**config.mk**
```make
export PLATFORM = sky130hd
export DESIGN_NAME = rx_pad_fcs_stripper
export DESIGN_NICKNAME = d
export VERILOG_FILES = /design/src/rtl/rxps_pkg.sv /design/src/rtl/rxps_frame_ctrl.sv /design/src/rtl/rxps_fcs_delay.sv /design/src/rtl/rx_pad_fcs_stripper.sv
export SDC_FILE = /design/constraint.sdc
export NUM_CORES = 1
export LEC_CHECK = 0
export CAP_MARGIN = 20
export CORE_UTILIZATION = 25
export CTS_CLUSTER_SIZE = 28
export DETAILED_ROUTE_END_ITERATION = 8
export DONT_BUFFER_PORTS = 1
export GPL_TIMING_DRIVEN = 0
export PLACE_DENSITY = 0.48
export SYNTH_ARGS = -nofsm -noshare
export SYNTH_HDL_FRONTEND = slang
export SYNTH_SLANG_ARGS = --single-unit
export TNS_END_PERCENT = 100
```
**constraint.sdc**
```tcl
create_clock -name clk -period 8.2 [get_ports clk]
set_clock_uncertainty 0.15 [all_clocks]
set_input_delay 0.82 -clock clk [delete_from_list [all_inputs] [get_ports clk]]
set_output_delay 0.82 -clock clk [all_outputs]
set_load 0.005 [all_outputs]
```
**src/rtl/rxps_pkg.sv**
```systemverilog
package rxps_pkg;

    localparam int BYTE_W      = 8;
    localparam int HDR_BYTES   = 14;  // destination + source + length/type
    localparam int LEN_HI_IDX  = 12;  // big-endian length/type high byte
    localparam int LEN_LO_IDX  = 13;  // big-endian length/type low byte

    typedef enum logic [2:0] {
        ST_IDLE,
        ST_HDR,
        ST_PASS,
        ST_TRIM,
        ST_DROP,
        ST_SKIP
    } rxps_state_e;

    typedef struct packed {
        logic              valid;
        logic              sof;
        logic              eof;
        logic [BYTE_W-1:0] data;
    } rxps_beat_t;

    function automatic rxps_beat_t rxps_kill(input rxps_beat_t b);
        rxps_beat_t r;
        r       = b;
        r.valid = 1'b0;
        r.sof   = 1'b0;
        r.eof   = 1'b0;
        return r;
    endfunction

endpackage

```
**src/rtl/rxps_frame_ctrl.sv**
```systemverilog
module rxps_frame_ctrl
    import rxps_pkg::*;
#(
    parameter int IDX_W     = 11,
    parameter int MAX_LEN   = 1500,
    parameter int FCS_BYTES = 4
) (
    input  logic              clk,
    input  logic              rst_n,
    input  logic              rx_en,
    input  logic              strip_en,
    input  logic              in_valid,
    input  logic              in_sof,
    input  logic              in_eof,
    input  logic [BYTE_W-1:0] in_data,
    output logic              keep,
    output logic              cut_eof,
    output logic              drop_tail,
    output logic              flush
);

    localparam int LEN_W      = 2 * BYTE_W;
    localparam int CMP_W      = ((IDX_W > LEN_W) ? IDX_W : LEN_W) + 1;
    localparam int FIRST_TAIL = HDR_BYTES + FCS_BYTES - 1;
    localparam logic [IDX_W-1:0] IDX_MAX = {IDX_W{1'b1}};

    rxps_state_e       st_q, st_d, cur_st;
    logic [IDX_W-1:0]  idx_q, cur_idx;
    logic              strip_q, cur_strip;
    logic [BYTE_W-1:0] hi_q;
    logic [LEN_W-1:0]  len_q, len_now;
    logic [CMP_W-1:0]  idx_ext, end_ext;
    logic              in_tail, at_end;

    // View of the byte on the input this cycle
    always_comb begin
        cur_st    = in_sof ? (rx_en ? ST_HDR : ST_SKIP) : st_q;
        cur_idx   = in_sof ? '0 : idx_q;
        cur_strip = in_sof ? strip_en : strip_q;
        len_now   = {hi_q, in_data};
        idx_ext   = CMP_W'(cur_idx);
        // Input index whose arrival releases the last kept byte from the line
        end_ext   = CMP_W'(FIRST_TAIL) + CMP_W'(len_q);
        in_tail   = idx_ext >= CMP_W'(FIRST_TAIL);
        at_end    = idx_ext == end_ext;
    end

    // Next state
    always_comb begin
        st_d = st_q;
        if (in_valid) begin
            if (in_eof) begin
                st_d = ST_IDLE;
            end else begin
                unique case (cur_st)
                    ST_HDR: begin
                        if (cur_idx == IDX_W'(LEN_LO_IDX))
                            st_d = (cur_strip && (len_now <= LEN_W'(MAX_LEN)))
                                 ? ST_TRIM : ST_PASS;
                        else
                            st_d = ST_HDR;
                    end
                    ST_TRIM: st_d = at_end ? ST_DROP : ST_TRIM;
                    default: st_d = cur_st;
                endcase
            end
        end
    end

    // State register and frame bookkeeping
    always_ff @(posedge clk) begin
        if (!rst_n) begin
            st_q    <= ST_IDLE;
            idx_q   <= '0;
            strip_q <= 1'b0;
            hi_q    <= '0;
            len_q   <= '0;
        end else begin
            st_q <= st_d;
            if (in_valid) begin
                idx_q <= (cur_idx == IDX_MAX) ? cur_idx : cur_idx + 1'b1;
                if (in_sof)
                    strip_q <= strip_en;
                if (cur_st == ST_HDR && cur_idx == IDX_W'(LEN_HI_IDX))
                    hi_q <= in_data;
                if (cur_st == ST_HDR && cur_idx == IDX_W'(LEN_LO_IDX))
                    len_q <= len_now;
            end
        end
    end

    // Per-byte controls for the delay line
    always_comb begin
        keep      = in_valid && (cur_st == ST_HDR || cur_st == ST_PASS || cur_st == ST_TRIM);
        cut_eof   = in_valid && (cur_st == ST_TRIM) && in_tail && (at_end || in_eof);
        drop_tail = in_valid && (cur_st == ST_DROP);
        flush     = in_valid && in_eof &&
                    (((cur_st == ST_TRIM) && in_tail) || (cur_st == ST_DROP));
    end

endmodule

```
**src/rtl/rxps_fcs_delay.sv**
```systemverilog
module rxps_fcs_delay
    import rxps_pkg::*;
#(
    parameter int DEPTH = 4
) (
    input  logic       clk,
    input  logic       rst_n,
    input  rxps_beat_t in_beat,
    input  logic       flush,
    input  logic       cut_eof,
    input  logic       drop_tail,
    output rxps_beat_t out_beat
);

    rxps_beat_t out_q, out_d, tail_w;

    for (genvar g = 0; g < DEPTH; g++) begin : g_stage
        rxps_beat_t src;
        rxps_beat_t q;
        if (g == 0) begin : g_head
            assign src = in_beat;
        end else begin : g_link
            assign src = g_stage[g-1].q;
        end
        always_ff @(posedge clk) begin
            if (!rst_n)
                q <= '0;
            else
                q <= flush ? rxps_kill(src) : src;
        end
    end

    assign tail_w = g_stage[DEPTH-1].q;

    always_comb begin
        out_d = tail_w;
        if (drop_tail)
            out_d = rxps_kill(tail_w);
        else if (cut_eof)
            out_d.eof = 1'b1;
    end

    always_ff @(posedge clk) begin
        if (!rst_n)
            out_q <= '0;
        else
            out_q <= out_d;
    end

    assign out_beat = out_q;

endmodule

```
**src/rtl/rx_pad_fcs_stripper.sv**
```systemverilog
module rx_pad_fcs_stripper
    import rxps_pkg::*;
#(
    parameter int IDX_W     = 11,
    parameter int MAX_LEN   = 1500,
    parameter int FCS_BYTES = 4
) (
    input  logic              clk,
    input  logic              rst_n,
    input  logic              rx_en,
    input  logic              strip_en,
    input  logic [BYTE_W-1:0] in_data,
    input  logic              in_valid,
    input  logic              in_sof,
    input  logic              in_eof,
    output logic [BYTE_W-1:0] out_data,
    output logic              out_valid,
    output logic              out_sof,
    output logic              out_eof
);

    logic       keep, cut_eof, drop_tail, flush;
    rxps_beat_t beat_in, beat_out;

    rxps_frame_ctrl #(
        .IDX_W     (IDX_W),
        .MAX_LEN   (MAX_LEN),
        .FCS_BYTES (FCS_BYTES)
    ) u_ctrl (
        .clk       (clk),
        .rst_n     (rst_n),
        .rx_en     (rx_en),
        .strip_en  (strip_en),
        .in_valid  (in_valid),
        .in_sof    (in_sof),
        .in_eof    (in_eof),
        .in_data   (in_data),
        .keep      (keep),
        .cut_eof   (cut_eof),
        .drop_tail (drop_tail),
        .flush     (flush)
    );

    always_comb begin
        beat_in.valid = keep;
        beat_in.sof   = keep && in_sof;
        beat_in.eof   = keep && in_eof;
        beat_in.data  = in_data;
    end

    rxps_fcs_delay #(
        .DEPTH (FCS_BYTES)
    ) u_delay (
        .clk       (clk),
        .rst_n     (rst_n),
        .in_beat   (beat_in),
        .flush     (flush),
        .cut_eof   (cut_eof),
        .drop_tail (drop_tail),
        .out_beat  (beat_out)
    );

    assign out_data  = beat_out.data;
    assign out_valid = beat_out.valid;
    assign out_sof   = beat_out.sof;
    assign out_eof   = beat_out.eof;

endmodule

```
==> metrics, run 1 <==
status finished clean; # DRC 0; Initial DRT Pass Iterations 4; cell count of the worst reg-to-reg path 9; Synth area leader dfxtp_1; syn nets approximately 420; Post-CTS Hold Buffers 0; share of cells above drive strength 1 between 6 and 7%; Syn Area/Cell ~9.7 sq um; CTS tree yes; max_cap viols 0; chip height 127 um; flop-to-flop setup slack 5.25 ns; Synth Flop Type dfxtp_1; Fin Setup TNS 0 ns; H-tree level count 3; RSZ-0062 raised after global routing no; Via density around 4.7; Hold Vio Cnt, Final 0; EDFF count, synth 0; vias in the first global route about 2700; PD cells a little over 200 mW/mm^2; critical path class in -> reg; IO Count 26; Worst EP arrival roughly 4 ns; post-DP HPWL about 6.2 mm; P_leak about 1.6 nW; Starting Density 25.6%; Worst EP required around 8.3 ns; Layout Nets around 430; top cells by area, synth dfxtp_1 48%, and2_1 8.2%, mux2i_1 6.7%; Area after DPL 0.00413 sq mm; core area 0.0152 sq mm; Reg clk slew, reported paths roughly 0.06 ns; CTS Root Cell clkbuf_16; n_diodes 0; Die X-Extent between 100 and 150 um; Slew Limit Fails 0; total gr overflow 0; num rows 45; HP Class reg -> reg; number of port buffers 0; Yosys warnings 0; fmax 250 MHz; first-pass GRT wire length roughly 14 mm; nature of the critical path endpoint flop; peak supply drop approximately 0.082 mV; Critical Path Fanout Max 10; share of Yosys cell area claimed by the top area cell type roughly half; final antenna-violating net count 0; register area share after synthesis a little under 50%; TritonCTS Buffers 9; routed length per instance ~14 um; Slew @ Worst Pin around 1.2 ns; Setup-failing EPs final 0; worst-skew pair later-pin latency 0.34 ns; postcts setup bufs 0; initial antenna violation count 0; asr flop ratio synth 0%; cts repair resizes 0; Synth cell types 60; final instance area ~0.0044 sq mm; synthesis-to-layout area growth 13.8%; GRT Util Overall between 10% and 20%; relative slew slack 21.3%; Initial DRC Count just over 200; fillers ~1600; Netlist Area Pre-Place around 0.004 sq mm; #FFs+latches synth 94; CTS sink cnt 94; via count between 2000 and 3000; largest net degree at the start of global routing 15; Max Root-Sink Buffers 2; Final period util between 40 and 50%; wirelength, routed 8.57 mm; min cycle time layout 4.00 ns; GP Congestion roughly 0.8; WHS Path Cells 1; Setup crit start kind input pin; cell count after synthesis between 400 and 500; die footprint ~0.016 sq mm
## final cells by class
type | instances | area, sq um | share of cell area [%]
plain buffers | 17 | 95.1 | 2.15
clock buffers | 12 | 256 | 5.79
multi-input cells | 284 | 1890 | 42.6
flip-flops and latches | 94 | 1880 | 42.5
inverters | 8 | 30.0 | 0.678
well taps | 188 | 235 | 5.31
clock inverters | 3 | 43.8 | 0.989
## flip-flops by register name, indices dropped and copies added (netlist names)
register	count
u_delay.out_beat	11
u_ctrl.len_q	16
u_ctrl.idx_q	11
u_ctrl.hi_q	8
u_delay.g_stage.q	44
u_ctrl.strip_q	1
u_ctrl.st_q	3
## worst paths after layout
check / endpoint / from
setup reg to reg: u_ctrl.idx_q[2]$_SDFFE_PN0P_ / u_ctrl.idx_q[1]$_SDFFE_PN0P_
hold / removal: u_delay.g_stage[1].q[10]$_SDFF_PP0_ / u_delay.g_stage[0].q[10]$_SDFF_PP0_
setup / recovery: u_ctrl.idx_q[2]$_SDFFE_PN0P_ / in_sof
hold reg to reg: u_delay.g_stage[1].q[10]$_SDFF_PP0_ / u_delay.g_stage[0].q[10]$_SDFF_PP0_
## metrics by stage
step / cells / worst slack, ns / hold slack, ns / utilization, % / power [mW]
2_1_floorplan: 403 / 4.82 / 0.256 / - / 0.501
3_3_place_gp: 591 / 3.95 / 0.262 / 27.2 / 0.511
3_5_place_dp: 591 / 3.95 / 0.262 / 27.2 / 0.511
4_1_cts: 606 / 4.29 / 0.277 / 29.1 / 0.933
5_1_grt: 606 / 3.99 / 0.291 / 29.1 / 0.958
6_report: 606 / 4.20 / 0.273 / 29.1 / 0.919
## layout by cell type (no fill, tap or decap), drive strengths merged, types with 2 or more instances in the layout
| cell | instances |
|---|---|
| a21oi | 7 |
| a31oi | 6 |
| a32o | 2 |
| a32oi | 2 |
| a41o | 2 |
| and2 | 51 |
| and2b | 2 |
| and3 | 5 |
| buf | 5 |
| clkbuf | 24 |
| clkinv | 3 |
| dfxtp | 94 |
| ha | 4 |
| inv | 7 |
| mux2i | 26 |
| nand2 | 17 |
| nand2b | 7 |
| nand3 | 13 |
| nand3b | 2 |
| nand4 | 4 |
| nor2 | 46 |
| nor2b | 6 |
| nor3 | 10 |
| nor3b | 5 |
| nor4 | 5 |
| o2111ai | 2 |
| o211ai | 2 |
| o21ai | 14 |
| o221ai | 2 |
| o22ai | 4 |
| o31ai | 3 |
| or4 | 4 |
| xnor2 | 11 |
| xnor3 | 2 |
| xor2 | 3 |
## worst max-delay path, stage by stage
cell and delay [ns]:
buf_4 0.15, clkbuf_1 0.25, buf_1 0.31, clkbuf_1 0.32
nand2b_1 0.27, inv_1 0.08, ha_1 0.20, nand3_1 0.24
nor4_2 0.80, nor2_1 0.27, a32oi_1 0.27, nor2_1 0.05
## power by group
group	total, mW	switching (mW)	internal, mW
Clock	0.418	0.167	0.251
Sequential	0.468	0.00276	0.465
Combinational	0.0327	0.0211	0.0116
## routing by layer
| layer | up-vias | wire length, um | GRT usage, % |
|---|---|---|---|
| met5 | - | 0 | 0 |
| met4 | 0 | 193 | 4.97 |
| met3 | 15 | 370 | 2.70 |
| met2 | 68 | 3920 | 18.6 |
| met1 | 1339 | 4080 | 14.2 |
| li1 | 1426 | - | - |
## cell families after synthesis
logic type,count (synthesis),synth area share (%)
multiplexers,26,6.68
flip-flops,94,48.3
AND/OR/NAND/NOR,183,26.2
XOR/XNOR,16,4.31
buffers and inverters,25,3.21
AO/OA/AOI/OAI,55,9.96
adder cells (fa/ha/maj),4,1.29
## synthesized netlist by cell type, types with 3 or more instances
library cell / count
nand4_1: 4
nand2_1: 17
nand2b_1: 7
o22ai_1: 3
a21oi_1: 7
ha_1: 4
nor3_1: 9
nand3_1: 13
or4_1: 4
dfxtp_1: 94
and3_1: 5
and2_1: 51
nor2_1: 46
nor2b_1: 6
o31ai_1: 3
mux2i_1: 26
nor3b_1: 4
xnor2_1: 11
a31oi_1: 5
o21ai_0: 14
xor2_1: 3
clkbuf_1: 12
nor4_1: 3
inv_1: 6
No activity file was read; power rests on OpenSTA's default activity.
==> inputs of run 2 (changes only) <==
ABC_AREA = 1   (was unset)
PLACE_DENSITY = 0.5   (was 0.48)
clock period = 3.4 ns   (was 8.2 ns; I/O delays follow)
==> run 2 against run 1 <==
  * Register-to-register slack lost 4.2 ns
  * Clock power rose to 2.5 times the previous value
  * Via count is 22% higher
  * Non-clock buffer count up 10
  * Worst hold slack worse by 0.25 ns
  * Cell area increased by 9.9%
  * Combinational power grew to 3.8 times the previous value
  * Synthesized cell count rose by 40%
  * Sequential cell count did not move
  * Largest power group unchanged
  * Count of clock-buffer cells in the layout is 3 lower
  * Largest cell class is now flip-flops and latches
==> metrics, run 2 <==
Critical Path Fanout Max 9; num rows 46; Via density 4.29; max_cap viols 0; Setup crit start kind flop; Syn Area/Cell ~7.4 sq um; Die X-Extent ~130 um; reg2reg start u_ctrl.idx_q[1]$_SDFFE_PN0P_; WHS 0.0226 ns; largest net degree at the start of global routing 19; PD cells between 400 and 500 mW/mm^2; worst setup margin roughly 1.1 ns; WHS Path Cells 3; critical path class reg -> reg; TritonCTS Buffers 9; post-DP HPWL around 7.3 mm; switching power total approximately 0.56 mW; wirelength, routed 9.86 mm; Synth Flop Type dfxtp_1; share of cells above drive strength 1 7.95%; #FFs+latches synth 94; fmax around 430 MHz; CP Buf/Inv Count 3; worst-skew pair later-pin latency about 0.35 ns; IO Count 26; crit-path max cell delay 0.36 ns; Initial DRC Count 189; Largest regs u_delay.g_stage.q x44, u_ctrl.len_q x16; Synth cell types 45; Area after DPL between 0.004 and 0.005 sq mm; cell count after synthesis approximately 570; RSZ-0062 raised after global routing no; Max Root-Sink Buffers 2; Netlist Area Pre-Place 0.00419 sq mm; max FFs per register between 40 and 50; Final period util between 60 and 70%; cts repair resizes 0; most common cell after layout, fill and taps aside nand2_1; vias in the first global route 3236; Power Internal around 1.8 mW; Worst EP required ~3.5 ns; Hold Vio Cnt, Final 0; EDFF count, synth 0; pre-CTS setup slack approximately 0.99 ns; die footprint about 0.017 sq mm; Fin Setup TNS 0 ns; GRT Util Overall between 10% and 20%; register area share after synthesis about 45%; synthesis-to-layout area growth 16.3%; sequential share of power 48.9%; final instance area about 0.0049 sq mm; GP Congestion ~0.85; Reg clk slew, reported paths 0.07 ns; total power between 2 and 2.5 mW; largest register by flop count u_delay.g_stage.q; Initial DRT Pass Iterations 4; delay-heaviest family, CP simple AND/OR/NAND/NOR gates; met2 WL roughly 4.6 mm; CTS tree yes; Setup-failing EPs final 0; Critical Path Most Common Cell inv_1; Synth area leader dfxtp_1; first-pass GRT wire length about 16 mm; Slew Limit Fails 0; final antenna-violating net count 0; Final Instance Count excl. Fillers 807; CTS Root Cell clkbuf_16; clock share of power between 40% and 50%; Detail Route met3 WL 415 um; chip height ~130 um; min cycle time layout 2.31 ns; WL met1 ~4.6 mm; peak supply drop between 0.2 and 0.25 mV; Worst EP arrival ~2.4 ns; H-tree level count 3; CP Cell Sequence inv_1, nor2_1, ha_1, nand2_1, inv_1, nand4_2, nor2_2, nand2_2, nand2_4, inv_4, nand3_1, o21ai_0, nor3b_2; total gr overflow 0; relative slew slack just over 60%; Starting Density between 20% and 30%; number of port buffers 0; Comb power frac approximately 5.4%; core area 0.0161 sq mm; flop-to-flop setup slack about 1.1 ns; placed cells about 780; via count 3465; initial antenna violation count 0; top-count cell post-synth nand2_1; top cells by count, synth 137 x nand2_1, 98 x inv_1, 94 x dfxtp_1; sw frac around 24%; # DRC 0; reg2reg end u_ctrl.idx_q[4]$_SDFFE_PN0P_; asr flop ratio synth 0%; cell count of the worst reg-to-reg path 13; hold path endpoint u_ctrl.st_q[0]$_SDFFE_PN0P_; nature of the critical path endpoint flop; max layer used met4; syn nets between 500 and 600; fin util 30.2%; P_leak about 2.3 nW; status finished clean; n_diodes 0; routed length per instance approximately 12 um; Slew @ Worst Pin between 0.5 and 0.6 ns; most frequent cells in the layout 137 x nand2_1, 98 x inv_1, 94 x dfxtp_1; share of Yosys cell area claimed by the top area cell type 45.0%; Hold Crit Start in_eof; Yosys warnings 0; top cells by area, synth dfxtp_1 45%, nand2_1 12%, inv_1 8.8%; HP Class in -> reg; Layout Nets 605; crit path max-delay cell type dfxtp_1; CTS sink cnt 94
-- run 2: worst max path at each step --
stage / from / end / slack, ns / depth (start not counted)
floorplan: in_sof / u_delay.g_stage[0].q[8]$_SDFF_PP0_ / 1.34 / 11
global placement: in_sof / u_delay.g_stage[2].q[8]$_SDFF_PP0_ / 1.01 / 11
detailed placement: in_sof / u_ctrl.idx_q[4]$_SDFFE_PN0P_ / 0.99 / 15
CTS: u_ctrl.idx_q[1]$_SDFFE_PN0P_ / u_ctrl.idx_q[4]$_SDFFE_PN0P_ / 1.11 / 13
global route: u_ctrl.idx_q[1]$_SDFFE_PN0P_ / u_ctrl.idx_q[4]$_SDFFE_PN0P_ / 0.84 / 13
finish: u_ctrl.idx_q[1]$_SDFFE_PN0P_ / u_ctrl.idx_q[4]$_SDFFE_PN0P_ / 1.09 / 13
-- run 2: kinds of logic (layout without fill, tap and decap cells) --
family / count (synthesis) / after routing / synth area share, %
compound gates: 88 / 88 / 11.7
xor+xnor: 8 / 8 / 1.67
fa+ha+maj: 4 / 4 / 1.20
buf+inv: 118 / 144 / 11.8
flops: 94 / 94 / 45.0
simple gates: 253 / 253 / 28.7
-- run 2: layout make-up --
cell class,instances,area [sq um]
Fill cell,1758,11200
Sequential cell,94,1880
Multi-Input combinational cell,353,1810
Inverter,101,387
Tap cell,216,270
Clock buffer,9,225
Buffer,17,106
Timing Repair Buffer,10,100
Clock inverter,7,86.3
-- run 2: power groups by stage --
stage | Combinational [mW] | Clock, mW | Sequential, mW
floorplan | 0.0876 | 0 | 1.15
global placement | 0.113 | 0 | 1.16
detailed placement | 0.114 | 0 | 1.16
CTS | 0.127 | 1.09 | 1.13
global route | 0.141 | 1.13 | 1.13
finish | 0.125 | 1.06 | 1.13
-- run 2: layer usage --
| layer | vias to the layer above | track usage, % |
|---|---|---|
| li1 | 1819 | - |
| met1 | 1573 | 14.6 |
| met2 | 57 | 19.7 |
| met3 | 16 | 2.24 |
| met4 | 0 | 6.85 |
| met5 | - | 0 |
-- run 2: timing repair --
action	in CTS	in global routing
hold endpoints to repair	18	0
buffers inserted	0	0
hold buffers	10	0
-- run 2: worst min-delay path, stage by stage --
cell     delay [ns]
nor3_1         0.03
nand2_1        0.06
a21oi_1        0.05
